## src/rtl/keyed_wdog_pkg.sv

```systemverilog
package keyed_wdog_pkg;
  localparam int ADDR_W = 6;
  localparam logic [ADDR_W-1:0] OFS_CFG  = 6'h00;
  localparam logic [ADDR_W-1:0] OFS_CNT  = 6'h08;
  localparam logic [ADDR_W-1:0] OFS_SCL  = 6'h10;
  localparam logic [ADDR_W-1:0] OFS_FEED = 6'h18;
  localparam logic [ADDR_W-1:0] OFS_KEY  = 6'h1C;
  localparam logic [ADDR_W-1:0] OFS_CMP  = 6'h20;
  localparam int B_RSTEN = 8;
  localparam int B_ZCMP  = 9;
  localparam int B_ALW   = 12;
  localparam int B_AWK   = 13;
  localparam int B_PEND  = 28;

  function automatic logic is_guarded(input logic [ADDR_W-1:0] a);
    return (a == OFS_CFG) || (a == OFS_CNT) || (a == OFS_FEED) || (a == OFS_CMP);
  endfunction
endpackage

```

## src/rtl/wdog_unlock.sv

```systemverilog
module wdog_unlock import keyed_wdog_pkg::*; #(
  parameter int          DATA_W   = 32,
  parameter logic [31:0] KEY_WORD = 32'h0051_F15E
) (
  input  logic              clk,
  input  logic              rst,
  input  logic              wr_stb,
  input  logic [ADDR_W-1:0] addr,
  input  logic [DATA_W-1:0] wdata,
  output logic              unlock_q,
  output logic              accept
);
  logic key_hit;
  logic guarded_wr;

  assign guarded_wr = wr_stb && is_guarded(addr);
  assign key_hit    = wr_stb && (addr == OFS_KEY) && (wdata == DATA_W'(KEY_WORD));
  assign accept     = guarded_wr && unlock_q;

  always_ff @(posedge clk) begin
    if (rst) unlock_q <= 1'b0;
    else if (accept) unlock_q <= 1'b0;
    else if (key_hit) unlock_q <= 1'b1;
  end
endmodule

```

## src/rtl/wdog_counter.sv

```systemverilog
module wdog_counter #(
  parameter int CNT_W = 31
) (
  input  logic             clk,
  input  logic             rst,
  input  logic             load,
  input  logic [CNT_W-1:0] load_val,
  input  logic             clear,
  input  logic             advance,
  output logic [CNT_W-1:0] cnt_q
);
  always_ff @(posedge clk) begin
    if (rst) cnt_q <= '0;
    else if (load) cnt_q <= load_val;
    else if (clear) cnt_q <= '0;
    else if (advance) cnt_q <= cnt_q + CNT_W'(1);
  end
endmodule

```

## src/rtl/wdog_compare.sv

```systemverilog
module wdog_compare #(
  parameter int CNT_W   = 31,
  parameter int CMP_W   = 16,
  parameter int SCALE_W = 4
) (
  input  logic               clk,
  input  logic               rst,
  input  logic [CNT_W-1:0]   cnt,
  input  logic [SCALE_W-1:0] scale,
  input  logic [CMP_W-1:0]   cmp,
  output logic [CNT_W-1:0]   scaled,
  output logic               match,
  output logic               match_new
);
  logic match_q;

  assign scaled    = cnt >> scale;
  assign match     = scaled[CMP_W-1:0] >= cmp;
  assign match_new = match && !match_q;

  always_ff @(posedge clk) begin
    if (rst) match_q <= 1'b0;
    else match_q <= match;
  end
endmodule

```

## src/rtl/keyed_wdog.sv

```systemverilog
module keyed_wdog import keyed_wdog_pkg::*; #(
  parameter int          DATA_W    = 32,
  parameter int          CNT_W     = 31,
  parameter int          CMP_W     = 16,
  parameter int          SCALE_W   = 4,
  parameter logic [31:0] KEY_WORD  = 32'h0051_F15E,
  parameter logic [31:0] FEED_WORD = 32'h0D09_F00D,
  parameter logic [15:0] CMP_INIT  = 16'hBEEF
) (
  input  logic              clk,
  input  logic              rst,
  input  logic              tick_en,
  input  logic              core_awake,
  input  logic              bus_valid,
  input  logic              bus_write,
  input  logic [ADDR_W-1:0] bus_addr,
  input  logic [DATA_W-1:0] bus_wdata,
  output logic [DATA_W-1:0] bus_rdata,
  output logic              irq_out,
  output logic              wdt_reset_req
);
  logic               wr_stb, rd_stb, accept, unlock_q;
  logic               cfg_wr, cnt_wr, feed_hit, cmp_wr;
  logic [SCALE_W-1:0] scale_q;
  logic               rst_en_q, zero_cmp_q, run_alw_q, run_awk_q, pend_q;
  logic [CMP_W-1:0]   cmp_q;
  logic [CNT_W-1:0]   cnt_q, scaled;
  logic               match, match_new, run;
  logic [DATA_W-1:0]  rd_mux, cfg_word;

  assign wr_stb = bus_valid && bus_write;
  assign rd_stb = bus_valid && !bus_write;

  wdog_unlock #(.DATA_W(DATA_W), .KEY_WORD(KEY_WORD)) u_lock (
    .clk(clk), .rst(rst), .wr_stb(wr_stb), .addr(bus_addr),
    .wdata(bus_wdata), .unlock_q(unlock_q), .accept(accept)
  );

  assign cfg_wr   = accept && (bus_addr == OFS_CFG);
  assign cnt_wr   = accept && (bus_addr == OFS_CNT);
  assign cmp_wr   = accept && (bus_addr == OFS_CMP);
  assign feed_hit = accept && (bus_addr == OFS_FEED) && (bus_wdata == DATA_W'(FEED_WORD));
  assign run      = tick_en && (run_alw_q || (run_awk_q && core_awake));

  wdog_counter #(.CNT_W(CNT_W)) u_cnt (
    .clk(clk), .rst(rst), .load(cnt_wr), .load_val(bus_wdata[CNT_W-1:0]),
    .clear(feed_hit || (match && zero_cmp_q)), .advance(run), .cnt_q(cnt_q)
  );

  wdog_compare #(.CNT_W(CNT_W), .CMP_W(CMP_W), .SCALE_W(SCALE_W)) u_cmp (
    .clk(clk), .rst(rst), .cnt(cnt_q), .scale(scale_q), .cmp(cmp_q),
    .scaled(scaled), .match(match), .match_new(match_new)
  );

  always_ff @(posedge clk) begin
    if (rst) begin
      scale_q    <= '0;
      rst_en_q   <= 1'b0;
      zero_cmp_q <= 1'b0;
      run_alw_q  <= 1'b0;
      run_awk_q  <= 1'b0;
      pend_q     <= 1'b0;
      cmp_q      <= CMP_W'(CMP_INIT);
      irq_out    <= 1'b0;
      wdt_reset_req <= 1'b0;
    end else begin
      if (cfg_wr) begin
        scale_q    <= bus_wdata[SCALE_W-1:0];
        rst_en_q   <= bus_wdata[B_RSTEN];
        zero_cmp_q <= bus_wdata[B_ZCMP];
        run_alw_q  <= bus_wdata[B_ALW];
        run_awk_q  <= bus_wdata[B_AWK];
      end
      if (cmp_wr) cmp_q <= bus_wdata[CMP_W-1:0];
      pend_q        <= (cfg_wr ? bus_wdata[B_PEND] : pend_q) || match;
      irq_out       <= (cfg_wr ? bus_wdata[B_PEND] : pend_q) || match;
      wdt_reset_req <= match_new && rst_en_q;
    end
  end

  always_comb begin
    cfg_word = '0;
    cfg_word[SCALE_W-1:0] = scale_q;
    cfg_word[B_RSTEN] = rst_en_q;
    cfg_word[B_ZCMP]  = zero_cmp_q;
    cfg_word[B_ALW]   = run_alw_q;
    cfg_word[B_AWK]   = run_awk_q;
    cfg_word[B_PEND]  = pend_q;
    case (bus_addr)
      OFS_CFG: rd_mux = cfg_word;
      OFS_CNT: rd_mux = DATA_W'(cnt_q);
      OFS_SCL: rd_mux = DATA_W'(scaled);
      OFS_KEY: rd_mux = DATA_W'(unlock_q);
      OFS_CMP: rd_mux = DATA_W'(cmp_q);
      default: rd_mux = '0;
    endcase
  end

  always_ff @(posedge clk) begin
    if (rst) bus_rdata <= '0;
    else if (rd_stb) bus_rdata <= rd_mux;
  end
endmodule

```

## config.mk

```make
export PLATFORM = sky130hd
export DESIGN_NAME = keyed_wdog
export DESIGN_NICKNAME = d
export VERILOG_FILES = /design/src/rtl/keyed_wdog_pkg.sv /design/src/rtl/wdog_unlock.sv /design/src/rtl/wdog_counter.sv /design/src/rtl/wdog_compare.sv /design/src/rtl/keyed_wdog.sv
export SDC_FILE = /design/constraint.sdc
export NUM_CORES = 1
export LEC_CHECK = 0
export ABC_AREA = 1
export BUFFER_PORTS_ARGS = -buffer_cell sky130_fd_sc_hd__buf_2
export CAP_MARGIN = 30
export CORE_MARGIN = 2
export CORE_UTILIZATION = 35
export CTS_BUF_LIST = sky130_fd_sc_hd__clkbuf_16
export DETAILED_ROUTE_END_ITERATION = 16
export MAX_ROUTING_LAYER = met4
export PLACE_DENSITY_LB_ADDON = 0.2
export SYNTH_ARGS = -nofsm -noshare
export SYNTH_HDL_FRONTEND = slang
export SYNTH_SLANG_ARGS = --single-unit
```

## constraint.sdc

```tcl
create_clock -name clk -period 3.25 [get_ports clk]
set_input_delay 0.1625 -clock clk [delete_from_list [all_inputs] [get_ports clk]]
set_output_delay 0.1625 -clock clk [all_outputs]
set_load 0.05 [all_outputs]
```

==> impl_metrics.csv <==
group,metric,value,unit
routing,route.layer.met1.wl,13.59,mm
timing,timing.final.crit_share,91.06,%
clocking,ctsHtreeMaxLevel,3,
critical_path,critical_path_peak_fanout,31,
routing,detail_route.wl_per_cell,18.46,um
logic_synthesis,synth_top_family_by_area,"simple AND/OR/NAND/NOR gates",
timing,timing_hold_violations_final,0,
grt,grt_first_pass_wirelength,44.62,mm
critical_path,max_stage_delay,360,ps
placed_design,hpwlAfterDp,22.50,mm
pwr,peakVddDrop,219.8,uV
clocking,post-cts-setup-buffers,0,
timing,final_max_slew_viol_count,0,
grt,grt_use_total,27.10,%
pwr,p_per_area,273.6,nW/um^2
critical_path,crit_slowest_cell,"sky130_fd_sc_hd__dfxtp_2",
clocking,cts_resized,0,
logic_synthesis,syn-mean-instance-area,5.850,um^2
routing,route.vias.total,8569,
clocking,worstSkewPairLatency,370,ps
final_layout,drive_above_1_share,12.61,%
die,initial_utilization,35.91,%
worst_hold_path,hold_path_class,"in2reg",
timing,min_tclk_post_route,2960,ps
critical_path,arrival,3260,ps
logic_synthesis,synth_simple_gate_area_share,47.83,%
logic_synthesis,synth_xor_area_share,1.433,%
critical_path,endpoint_kind,"flop",
routing,dr_wl_met2,12.45,mm
logic_synthesis,fraction_of_the_yosys_area_taken_by_sequential_cells,24.56,%
status,status,"completed",
die,floorplan.die.height,148.8,um
grt,first_global_vias,7711,
critical_path,cell_by_cell_trace_of_the_critical_path,"clkbuf_16 -> o21ai_0 -> nand2_1 -> nand3_1 -> nand3_1 -> and2_1 -> ha_1 -> nand2_1 -> nor2_1 -> nor2_1 -> nand2_1 -> nand2_1 -> nand2_1 -> nand2_1 -> nand2_1 -> nand2_4 -> nand3_4 -> nand2_1 -> nor2_1 -> nor2_1",
routing,routed_via_density,5.403,
routing,detail_route.wirelength,29.27,mm
die,total_number_of_placement_rows,52,
die,ioPinCount,78,
final_layout,regArea,1803,um^2
final_layout,multi_input_comb_area,4743,um^2
placed_design,globalplace.congestion,0.9288,
routing,drtIter0Drc,835,
final_layout,count_of_filler_cells_inserted_in_the_layout,2354,
timing,finalClockSkew,12.08,ps
logic_synthesis,synthesis.nets,1315,
clocking,cts_inserted_buffers,9,
grt,grt-ovfl-total,0,
clocking,numClockSinks,90,
clocking,hold_buffers,0,
grt,grt_antenna_before_repair,0,
logic_synthesis,muxShareOfSynthArea,0,%
critical_path,critical-path-top-delay-family,"simple AND/OR/NAND/NOR gates",
placed_design,detailed_place.area,8011,um^2
die,core_area,20430,um^2
logic_synthesis,number_of_storage_elements_in_the_synthesis_netlist,90,
clocking,tritoncts,"yes",
logic_synthesis,yosysUniqueCellTypes,43,
critical_path,critical_path_required,3550,ps
critical_path,number_of_buffer_and_inverter_instances_along_the_worst_setup_path,1,
clocking,clockRootBuffer,"sky130_fd_sc_hd__clkbuf_16",
timing,timing.max_slew.rel_slack,41.43,%
timing,worst-slew-pin-transition,877.6,ps
timing,setup_viol_count_final,0,
routing,dr_wl_met3,2.207,mm
final_layout,n_antenna_cell,0,
grt,grt_max_degree,63,
clocking,clock_path_buffers,2,
logic_synthesis,synth_top_cells_by_area,"sky130_fd_sc_hd__dfxtp_1 25%, sky130_fd_sc_hd__nand2_1 20%, sky130_fd_sc_hd__nand3_1 11%",
placed_design,pre_cts_slack,247.0,ps
logic_synthesis,synth_fa_ha_area_share,2.900,%
die,floorplan.die_area,22130,um^2
logic_synthesis,ys_warn_count,0,
timing,worst_slack_setup_final,290.5,ps
logic_synthesis,synth_area_leader_cell,"sky130_fd_sc_hd__dfxtp_1",
critical_path,cp-start-kind,"flop",
final_layout,final_cell_area,8324,um^2
routing,top_layer,"met4",
critical_path,timing.critical_path.mode_cell,"sky130_fd_sc_hd__nand2_1",
clocking,cts.clk_slew.worst_paths,70,ps
die,die_width,148.8,um
logic_synthesis,postSynthCellCount,1254,
pwr,design_power_total,2.277,mW
critical_path,criticalPathCategory,"reg2reg",
flow_run,timing.max_cap.violations,0,
logic_synthesis,netlist.area_leader.share,24.56,%
routing,drt_pass1_iterations,5,
timing,fmaxAchievable,0.3379,GHz
routing,postRouteAntennaNets,0,
final_layout,syn2layout_area_growth,13.47,%
placed_design,numPortBuffers,76,
logic_synthesis,synth_compound_area_share,12.35,%
final_layout,nets,1372,
pwr,cellLeakagePower,3.867,nW
routing,drcViolationCount,0,
logic_synthesis,area_of_the_mapped_netlist,7336,um^2
[worst register-to-register path, cell delays in order (launching register included)]
cell and delay [ps]:
sky130_fd_sc_hd__dfxtp_2 360, sky130_fd_sc_hd__clkbuf_16 200, sky130_fd_sc_hd__o21ai_0 290, sky130_fd_sc_hd__nand2_1 120, sky130_fd_sc_hd__nand3_1 130, sky130_fd_sc_hd__nand3_1 100, sky130_fd_sc_hd__and2_1 160, sky130_fd_sc_hd__ha_1 270
sky130_fd_sc_hd__nand2_1 90, sky130_fd_sc_hd__nor2_1 50, sky130_fd_sc_hd__nor2_1 80, sky130_fd_sc_hd__nand2_1 70, sky130_fd_sc_hd__nand2_1 60, sky130_fd_sc_hd__nand2_1 60, sky130_fd_sc_hd__nand2_1 60, sky130_fd_sc_hd__nand2_1 100
sky130_fd_sc_hd__nand2_4 150, sky130_fd_sc_hd__nand3_4 220, sky130_fd_sc_hd__nand2_1 200, sky130_fd_sc_hd__nor2_1 50, sky130_fd_sc_hd__nor2_1 80
[sequential cells by signal, summed over array words and instances (netlist names)]
signal and flops:
scale_q 4, pend_q 1, zero_cmp_q 1, run_alw_q 1
u_lock.unlock_q 1, rst_en_q 1, run_awk_q 1, cmp_q 16
wdt_reset_req 1, u_cnt.cnt_q 31, u_cmp.match_q 1, bus_rdata 31
[layer usage]
layer / GRT usage, % / up-vias
met5: - / -
met4: 9.857 / 0
met3: 3.486 / 54
met2: 40.07 / 374
met1: 37.89 / 3914
li1: - / 4227
[layout make-up]
class                   count  area share, %
repair buffers            113          8.703
inverters                 116          5.261
clock buffers               9          2.706
well taps                 270          4.058
clock inverters             7         0.6313
flip-flops and latches     90          21.66
multi-input cells         981          56.98
[cell usage in the layout, fill, tap and decap left out, types with 18 or more instances in the layout]
master / instances
sky130_fd_sc_hd__a21oi_1: 67
sky130_fd_sc_hd__buf_2: 76
sky130_fd_sc_hd__buf_4: 32
sky130_fd_sc_hd__dfxtp_1: 89
sky130_fd_sc_hd__inv_1: 108
sky130_fd_sc_hd__nand2_1: 389
sky130_fd_sc_hd__nand3_1: 162
sky130_fd_sc_hd__nand4_1: 44
sky130_fd_sc_hd__nor2_1: 125
sky130_fd_sc_hd__nor3_1: 18
sky130_fd_sc_hd__o21ai_0: 65
[power breakdown]
part | switching, mW | total, mW | internal (mW)
sequential | 0.000269 | 1.10 | 1.10
clock | 0.506 | 1.03 | 0.523
combinational | 0.106 | 0.145 | 0.0393
[final timing paths]
check | from | end | slack, ps | cells past startpoint
worst max-delay path | scale_q[0] | u_cnt.cnt_q[30] | 290 | 20
worst min-delay path | bus_wdata[0] | scale_q[0] | 130 | 3
worst max register to register | scale_q[0] | u_cnt.cnt_q[30] | 290 | 20
worst min register to register | u_cmp.match_q | wdt_reset_req | 390 | 1
[cell usage after synthesis, drive strengths merged]
master  count
nand2     394
nand3     166
nor2      137
inv       116
dfxtp      90
o21ai      74
a21oi      67
nand4      44
buf        38
clkbuf     29
nor3       19
ha         17
o211ai     17
and2       15
xor2       11
o22ai       8
nand3b      3
nor3b       2
or2         2
and3        1
conb        1
nor4        1
o21a        1
xnor2       1
[kinds of logic after synthesis]
| family | count (synthesis) |
|---|---|
| buf+inv | 183 |
| xor+xnor | 12 |
| fa+ha+maj | 17 |
| other cells | 1 |
| simple gates | 784 |
| compound gates | 167 |
| flops | 90 |
[per-stage QoR]
stage                     hold WS [ps]  utilization [%]  std cells  setup TNS, ps
final                            132.7            40.75       1586              0
after global routing             159.5            40.75       1586        -0.8620
after CTS                        135.9            40.57       1585              0
after detailed placement         386.4            39.21       1569              0
after global placement           381.9            39.08       1568              0
after floorplan                  292.9                -       1254              0
Power figures use the tool's default switching activity.
